## config.mk

```make
export PLATFORM = sky130hd
export DESIGN_NAME = eprom_rd_ctrl
export DESIGN_NICKNAME = d
export VERILOG_FILES = /design/src/rtl/eprd_pkg.sv /design/src/rtl/eprd_sel_dec.sv /design/src/rtl/eprd_tick.sv /design/src/rtl/eprom_rd_ctrl.sv
export SDC_FILE = /design/constraint.sdc
export NUM_CORES = 1
export LEC_CHECK = 0
export CORE_MARGIN = 10
export CORE_UTILIZATION = 40
export CTS_BUF_LIST = sky130_fd_sc_hd__clkbuf_2 sky130_fd_sc_hd__clkbuf_4 sky130_fd_sc_hd__clkbuf_8
export CTS_CLUSTER_DIAMETER = 30
export DETAILED_ROUTE_END_ITERATION = 8
export PLACE_DENSITY_LB_ADDON = 0.2
export SLEW_MARGIN = 20
export SYNTH_ARGS = -nofsm -noshare
export SYNTH_HDL_FRONTEND = slang
export SYNTH_SLANG_ARGS = --single-unit
```

## constraint.sdc

```tcl
create_clock -name clk -period 1.6 [get_ports clk]
set_input_delay 0.16 -clock clk [delete_from_list [all_inputs] [get_ports clk]]
set_output_delay 0.16 -clock clk [all_outputs]
set_load 0.03 [all_outputs]
```

## src/rtl/eprd_pkg.sv

```systemverilog
package eprd_pkg;

   typedef enum logic [1:0] {
      ST_IDLE   = 2'd0,
      ST_ACCESS = 2'd1,
      ST_FLOAT  = 2'd2
   } eprd_state_e;

   // whole cycles covering a nanosecond interval (round up)
   function automatic int unsigned ns_to_cyc(input int unsigned ns, input int unsigned per_ns);
      return (ns + per_ns - 1) / per_ns;
   endfunction

endpackage

```

## src/rtl/eprd_sel_dec.sv

```systemverilog
module eprd_sel_dec #(
   parameter int unsigned N_DEV = 4,
   localparam int unsigned DEV_W = $clog2(N_DEV)
) (
   input  logic [DEV_W-1:0] idx,
   input  logic             en,
   output logic [N_DEV-1:0] sel_n
);

   for (genvar i = 0; i < N_DEV; i++) begin : g_sel
      assign sel_n[i] = ~(en && (idx == DEV_W'(i)));
   end

endmodule

```

## src/rtl/eprd_tick.sv

```systemverilog
module eprd_tick #(
   parameter int unsigned W = 6
) (
   input  logic         clk,
   input  logic         rst,
   input  logic         clr,
   input  logic         en,
   output logic [W-1:0] cnt
);

   always_ff @(posedge clk) begin
      if (rst || clr)
         cnt <= '0;
      else if (en)
         cnt <= cnt + 1'b1;
   end

endmodule

```

## src/rtl/eprom_rd_ctrl.sv

```systemverilog
module eprom_rd_ctrl
   import eprd_pkg::*;
#(
   parameter int unsigned CLK_NS   = 5,
   parameter int unsigned T_ACC_NS = 170,
   parameter int unsigned T_OE_NS  = 70,
   parameter int unsigned T_DF_NS  = 35,
   parameter int unsigned ADDR_W   = 15,
   parameter int unsigned N_DEV    = 4,
   parameter int unsigned DATA_W   = 8,
   localparam int unsigned DEV_W   = $clog2(N_DEV),
   localparam int unsigned HOST_AW = ADDR_W + DEV_W
) (
   input  logic               clk,
   input  logic               rst,
   input  logic               req,
   input  logic [HOST_AW-1:0] addr,
   output logic               busy,
   output logic [DATA_W-1:0]  rdata,
   output logic               rvalid,
   output logic [ADDR_W-1:0]  mem_addr,
   output logic [N_DEV-1:0]   mem_ce_n,
   output logic               mem_oe_n,
   input  logic [DATA_W-1:0]  mem_dq
);

   // cycle counts derived from the nanosecond timings
   localparam int unsigned ACC_C  = ns_to_cyc(T_ACC_NS, CLK_NS);
   localparam int unsigned OE_C   = ns_to_cyc(T_OE_NS, CLK_NS);
   localparam int unsigned DF_C   = ns_to_cyc(T_DF_NS, CLK_NS);
   localparam int unsigned LATE_C = (ACC_C >= OE_C) ? ACC_C - OE_C : 0;
   localparam int unsigned MAX_C  = (ACC_C > DF_C) ? ACC_C : DF_C;
   localparam int unsigned CNT_W  = $clog2(MAX_C + 1);

   localparam logic [CNT_W-1:0] ACC_LAST  = CNT_W'(ACC_C - 1);
   localparam logic [CNT_W-1:0] DF_LAST   = CNT_W'(DF_C - 1);
   localparam logic [CNT_W-1:0] LATE_LAST = CNT_W'((LATE_C == 0) ? 0 : LATE_C - 1);

   // elaboration-time parameter checks
   if (CLK_NS == 0) begin : g_bad_clk
      $error("CLK_NS must be non-zero");
   end
   if (N_DEV < 2 || (1 << DEV_W) != N_DEV) begin : g_bad_ndev
      $error("N_DEV must be a power of two, at least 2");
   end
   if (OE_C < 1 || ACC_C < OE_C) begin : g_bad_acc
      $error("need 1 <= output-enable cycles <= access cycles");
   end
   if (DF_C < 1) begin : g_bad_df
      $error("float time must round to at least one cycle");
   end
   if (ADDR_W < 1 || DATA_W < 1) begin : g_bad_w
      $error("bus widths must be non-zero");
   end

   eprd_state_e      st;
   logic [CNT_W-1:0] cnt;
   logic [N_DEV-1:0] dec_n;
   logic             launch;
   logic             capture;
   logic             float_done;
   logic             oe_at_launch;
   logic             oe_fire;

   assign launch     = (st == ST_IDLE) && req;
   assign capture    = (st == ST_ACCESS) && (cnt == ACC_LAST);
   assign float_done = (st == ST_FLOAT) && (cnt == DF_LAST);
   assign busy       = (st != ST_IDLE);

   // output enable either with the chip select or deferred to the late point
   if (LATE_C == 0) begin : g_oe_early
      assign oe_at_launch = 1'b1;
      assign oe_fire      = 1'b0;
   end else begin : g_oe_late
      assign oe_at_launch = 1'b0;
      assign oe_fire      = (st == ST_ACCESS) && (cnt == LATE_LAST);
   end

   eprd_sel_dec #(
      .N_DEV(N_DEV)
   ) u_dec (
      .idx  (addr[HOST_AW-1:ADDR_W]),
      .en   (1'b1),
      .sel_n(dec_n)
   );

   eprd_tick #(
      .W(CNT_W)
   ) u_tick (
      .clk(clk),
      .rst(rst),
      .clr(launch || capture),
      .en (busy),
      .cnt(cnt)
   );

   always_ff @(posedge clk) begin
      if (rst) begin
         st       <= ST_IDLE;
         mem_addr <= '0;
         mem_ce_n <= '1;
         mem_oe_n <= 1'b1;
         rdata    <= '0;
         rvalid   <= 1'b0;
      end else begin
         rvalid <= 1'b0;
         unique case (st)
            ST_IDLE: begin
               if (req) begin
                  st       <= ST_ACCESS;
                  mem_addr <= addr[ADDR_W-1:0];
                  mem_ce_n <= dec_n;
                  mem_oe_n <= ~oe_at_launch;
               end
            end
            ST_ACCESS: begin
               if (oe_fire)
                  mem_oe_n <= 1'b0;
               if (capture) begin
                  rdata    <= mem_dq;
                  rvalid   <= 1'b1;
                  mem_ce_n <= '1;
                  mem_oe_n <= 1'b1;
                  st       <= ST_FLOAT;
               end
            end
            ST_FLOAT: begin
               if (float_done)
                  st <= ST_IDLE;
            end
            default: st <= ST_IDLE;
         endcase
      end
   end

endmodule

```

Word level (Yosys, flattened, before mapping):

Cells that the tools add are included.

* register bits: 37
* logic and storage cells: 53

* $add $sub $neg: 1
* equality and inequality tests: 12
* muxes and demuxes: 12
* bitwise logic cells: 5
* reduce and logical (&&, ||, !) cells: 16

Operators by type and width (number)
* $reduce_and 3->1: 3
* $mux 4: 2
* $pmux 4 s2: 1
* $add 6x1->6 const B: 1
* $eq 2x2->1 const B: 3
* $eq 6x3->1 const B: 1
* $eq 6x5->1 const B: 1
* $eq 6x6->1 const B: 1
* $mux 2: 3
* $ne 2x2->1 const B: 3
* $pmux 2 s3: 1
* $not 1->1: 5
* $eq 2x1->1 const B: 2
* $logic_and 1x1->1: 4
* $logic_not 2->1: 2
* $mux 1: 4
* $reduce_and 2->1: 2
* $reduce_bool 2->1: 2
* $ne 3x3->1 const B: 1
* $logic_or 1x1->1: 2
* $pmux 1 s2: 1
* $reduce_or 2->1: 1

Depth between registers and ports, before layout:

* depth in word-level cells: 5
* gate-level depth with buffers: 6
* depth with buffers taken out: 5

Cells and area by module:

A second synthesis with hierarchy kept.

* cells, all modules: 181
* area total of the unflattened synthesis: 1540.2 µm²

By module, submodules not included
* eprom_rd_ctrl: instances 1, cells each 151, area an instance 1262.5 µm²
* eprd_tick: instances 1, cells each 26, area an instance 249.0 µm²
* eprd_sel_dec: instances 1, cells each 4, area an instance 28.8 µm²

Worst setup path after synthesis:

Ideal clock, no wire load.

* path type: register to register
* start point: reg st[1]
* end point: reg rdata[1]
* library setup time: 117 ps
* arrival time: 1601 ps
* data required time: 1483 ps
* path slack: -117 ps
* cell stages (with the launch flop): 7
* buffers on the path: 3
* cells stage by stage: dfxtp_1 > buf_6 > or4b_4 > buf_6 > o21ba_4 > buf_6 > a22o_1

* cells in the longest elaborated chain, start to end: 3

RTL lines
* start, declared: RTL line eprom_rd_ctrl.sv:56 `eprd_state_e st;`
* start signal, assigned: RTL line eprom_rd_ctrl.sv:99 `st <= ST_IDLE;`
* start signal, assigned: RTL line eprom_rd_ctrl.sv:110 `st <= ST_ACCESS;`
* start signal, assigned: RTL line eprom_rd_ctrl.sv:124 `st <= ST_FLOAT;`
* $eq 2x1->1 (*): RTL line eprom_rd_ctrl.sv:66, eprom_rd_ctrl.sv:107
* $logic_and 1x1->1: RTL line eprom_rd_ctrl.sv:66 `assign capture = (st == ST_ACCESS) && (cnt == ACC_LAST);`
* $reduce_and 2->1 (no line) (*)
* end signal, assigned: RTL line eprom_rd_ctrl.sv:120 `rdata <= mem_dq;`
* end, declared: RTL line eprom_rd_ctrl.sv:19 `output logic [DATA_W-1:0] rdata,`

Mark *: on every way between the ends. The rest lies on a longest branch, timed or not.
A chain may end at the register's enable or synchronous reset.

Final worst setup path:

* start point: reg st[1]
* end point: reg st[1]

* cells in the longest elaborated chain, start to end: 4
* elaborated cells between the ends (all ways): 10

RTL lines (RTL line)
* $eq 2x2->1 / $eq 2x1->1 (equally long branches): eprom_rd_ctrl.sv:67, eprom_rd_ctrl.sv:107, eprom_rd_ctrl.sv:66
* $logic_and 1x1->1, on equally long branches: eprom_rd_ctrl.sv:67, eprom_rd_ctrl.sv:66
* $ne 2x2->1 (no line)
* $reduce_and 3->1 (no line)

Parallel ways exist; a longest one is shown, timed or not.

==> flow_results.org <==
** Run status
- Run status :: finished clean

** Hold path
- Counting instances, the worst hold path has a depth of 3.
- The worst hold path terminates at mem_addr[4].
- Worst min-delay path category :: primary input to flip-flop
- Launch point of the worst hold path :: addr[4]

** Timing
- Setup repair after global routing missed its margin :: false
- Dividing the final minimum period by the clock period gives between 90% and 100%.
- The final count of hold timing violations was 0.
- Summed over all failing endpoints, the final setup total negative slack is 0 ns.
- Final critical-path setup slack :: 0.0670 ns
- Final number of setup-violating endpoints :: 0
- Based on the critical path, the design can be clocked at up to approximately 650 MHz.
- Worst-Margin Slew :: between 0.3 and 0.4 ns
- Crit path time final :: about 1.5 ns
- Minimum hold slack :: 0.428 ns
- Number of slew-limit violations in the final report :: 0
- The clock arrives with 0.00245 ns of skew.
- Headroom to the max-slew limit :: between 70% and 80%

** Synthesis
- Sequential cell area fraction in the yosys report :: 50.7%
- Top area cells in the synthesized netlist :: sky130_fd_sc_hd__dfxtp_1 (51%), sky130_fd_sc_hd__nand2_1 (8.2%), sky130_fd_sc_hd__a21oi_1 (6.5%)
- The share of synthesized area in the top cell type comes to between 50% and 60%.
- Dividing the synthesized area by the synthesized cell count gives ~9.4 sq um.
- Register bit count reported by yosys :: 37
- In the synthesized netlist, the number of instances is 156.
- In this run, synthesis inferred 0 flip-flops with an integrated enable.
- Cell type contributing the most total cell area after synthesis :: sky130_fd_sc_hd__dfxtp_1
- Most frequently used flop master after synthesis :: sky130_fd_sc_hd__dfxtp_1
- Synth warnings :: 0
- The netlist uses 34 different library cells.
- For this run, asynchronously set or reset flops after synthesis account for 0%.
- The cell area that synthesis handed to floorplanning was around 1500 sq um.
- The number of nets handed over by synthesis was between 150 and 200.

** Global route
- For this run, global-route usage on met1 was measured as ~13%.
- Number of global-route vias before repair :: around 1400
- After global routing the overflow that remains totals 0.
- The first global-routing pass estimated 6.55 mm of wire.
- Global routing used 6.24% of the available met3 tracks.
- Top Usage Layer GRT :: met2
- Initial antenna violation count :: 0
- In the global route stage, overall resource usage came out at roughly an eighth.
- Entering global routing, the biggest net connects 22 pins.
- Met2 GRT Util :: between 20% and 30%

** Placement
- Count of input and output buffers :: between 50 and 60
- Post-DP Area :: around 2100 sq um
- Total instance count after detailed placement :: 264
- Pre-CTS WS :: -0.0644 ns
- Final HPWL from detailed placement :: 3.28 mm
- Gpl congestion :: a little over 0.8

** Routing
- Wirelength per Cell :: 14.9 um
- In this run the remaining antenna-violating nets after routing total 0.
- The pre-antenna-repair detailed-routing pass consisted of 4 iterations.
- Vias per cell :: between 5 and 6
- Across all layers, the routed design uses approximately 1400 vias.
- For this block, the initial DRC count from the detailed router was around 100.
- Final wirelength :: ~4.1 mm
- For this run, design rule violations remaining after detail routing come to 0.

** Worst setup path
- STA classifies the critical path startpoint as a flip-flop.
- The critical path is of the flip-flop to flip-flop type.
- For the worst setup path, the data required time is 1.81 ns.
- The endpoint identified for the worst register-to-register timing path is st[1].
- Of all nets on the critical path, the largest fanout is 4.
- Data on the critical path arrives at its endpoint at around 1.7 ns.
- Capturing element type of the critical path :: flip-flop
- The setup check on the worst reg-to-reg path leaves a slack of around 0.067 ns.
- The startpoint identified for the worst register-to-register timing path is st[1].
- Counting cells, the worst reg-to-reg path comes to 4.

** Floorplanning
- After floorplanning, the core was sized to cover between 3000 and 4000 sq um.
- For this configuration, the core starts out at a cell density of 42.5%.
- Std cell rows :: 21
- Num ports :: 58
- The die covers 6470 sq um.
- Die height :: ~80 um
- Overall die width :: 80.4 um

** Final layout
- In the final layout, flip-flops and latches occupy between 700 and 800 sq um.
- Number of fill cells :: 297
- Proportion of layout cells with a drive suffix above 1 :: between 10% and 20%
- Total area of multi-input combinational cells :: 646 sq um
- Utilization after layout :: 65.8%
- Finished Layout Cells :: between 200 and 300
- Relative to the synthesized area, the layout overhead comes to 55.1%.
- Number of inserted diodes :: 0
- Net count reported at finish :: 259
- The finished cells cover 2270 sq um.

** Clock network
- Max H-tree Level :: 2
- The number of hold buffers added after CTS was 0.
- The clock drives 37 sinks.
- Buffer levels on the longest clock path :: 2
- The cell sitting at the root of the clock tree is a sky130_fd_sc_hd__clkbuf_8.
- TritonCTS created 5 clock buffers.
- Clock insertion delay at the later pin of the skew report :: around 0.28 ns
- Clock-pin slew was measured on the worst setup and hold paths at 0.06 ns.
- CTS tree :: yes

** Power
- IR analysis of the VDD net gives a maximum drop of between 0.0005 and 0.0006 V.
- Lkg Pwr :: roughly 0.86 nW
- Total power of the final layout :: 1.93 mW
- In this run the power density over the cells is 854 nW/um^2.

** Run
- Count of maximum capacitance violations :: 0
==> worst max-delay path: stages, from the launching register on <==
cell and delay (ns):
sky130_fd_sc_hd__dfxtp_1 0.34, sky130_fd_sc_hd__or4b_4 0.58, sky130_fd_sc_hd__buf_4 0.17, sky130_fd_sc_hd__or2_2 0.26, sky130_fd_sc_hd__a21oi_1 0.13
==> report_power, final <==
part / switching [mW] / total, mW / internal, mW
sequential: 0.0177 / 0.970 / 0.953
clock: 0.287 / 0.645 / 0.358
combinational: 0.157 / 0.319 / 0.162
==> how the worst max path moves through the flow <==
stage,start,depth (start not counted),end,slack (ns)
after CTS,u_tick.cnt[1],5,st[0],0.05
after floorplan,u_tick.cnt[2],6,rdata[1],-0.09
final,st[1],4,st[1],0.07
after global placement,req,5,mem_addr[9],-0.02
after detailed placement,req,5,mem_addr[7],-0.06
after global routing,st[0],3,rdata[7],0.01
==> placed cells by master (no fill, tap or decap), types with 2 or more instances in the layout <==
cell type / count
sky130_fd_sc_hd__a21oi_1: 19
sky130_fd_sc_hd__nand2_1: 32
sky130_fd_sc_hd__inv_1: 3
sky130_fd_sc_hd__or2_2: 2
sky130_fd_sc_hd__a2111oi_0: 2
sky130_fd_sc_hd__o21ai_0: 2
sky130_fd_sc_hd__buf_4: 20
sky130_fd_sc_hd__clkdlybuf4s50_1: 56
sky130_fd_sc_hd__nand3_1: 2
sky130_fd_sc_hd__o2111ai_1: 2
sky130_fd_sc_hd__nor3_1: 4
sky130_fd_sc_hd__a22o_1: 8
sky130_fd_sc_hd__dfxtp_1: 36
sky130_fd_sc_hd__nor2_1: 6
sky130_fd_sc_hd__xor2_1: 3
sky130_fd_sc_hd__ha_1: 3
sky130_fd_sc_hd__clkbuf_8: 6
sky130_fd_sc_hd__or3_1: 2
==> repair_timing <==
item,CTS,global route
endpoints found under the setup margin,1,12
hold endpoints to repair,0,0
gates resized for setup,1,2
setup buffers,0,3
pin swaps,0,0
==> final cells by class <==
class                   instances  area share, %
clock buffers                   7           3.98
inverters                       3          0.497
multi-input cells             104           28.5
flip-flops and latches         37           32.7
well taps                      46           2.54
repair buffers                 77           31.8
==> state kept, by name (all words and copies together) (netlist names) <==
name	cells
mem_addr	15
rdata	8
u_tick.cnt	6
mem_ce_n	4
st	2
mem_oe_n	1
rvalid	1
==> cell usage after synthesis (3+ instances only) <==
| library cell | instances |
|---|---|
| sky130_fd_sc_hd__buf_6 | 3 |
| sky130_fd_sc_hd__a22o_1 | 8 |
| sky130_fd_sc_hd__inv_1 | 3 |
| sky130_fd_sc_hd__ha_1 | 3 |
| sky130_fd_sc_hd__nor2_1 | 6 |
| sky130_fd_sc_hd__a21oi_1 | 19 |
| sky130_fd_sc_hd__xor2_1 | 3 |
| sky130_fd_sc_hd__nor3_1 | 4 |
| sky130_fd_sc_hd__dfxtp_1 | 37 |
| sky130_fd_sc_hd__clkbuf_1 | 7 |
| sky130_fd_sc_hd__nand2_1 | 32 |
==> per-layer routing <==
metal	vias up	wire (um)
met4	0	38
met5	-	0
li1	688	-
met2	50	2080
met1	642	1490
met3	5	469
==> cell families after synthesis <==
kind of cell	share of synthesized area [%]
simple gates	19.8
xor+xnor	1.80
compound gates	19.6
flops	50.7
fa+ha+maj	2.57
buf+inv	5.57
Note: power is estimated with default switching activity, not from simulation.
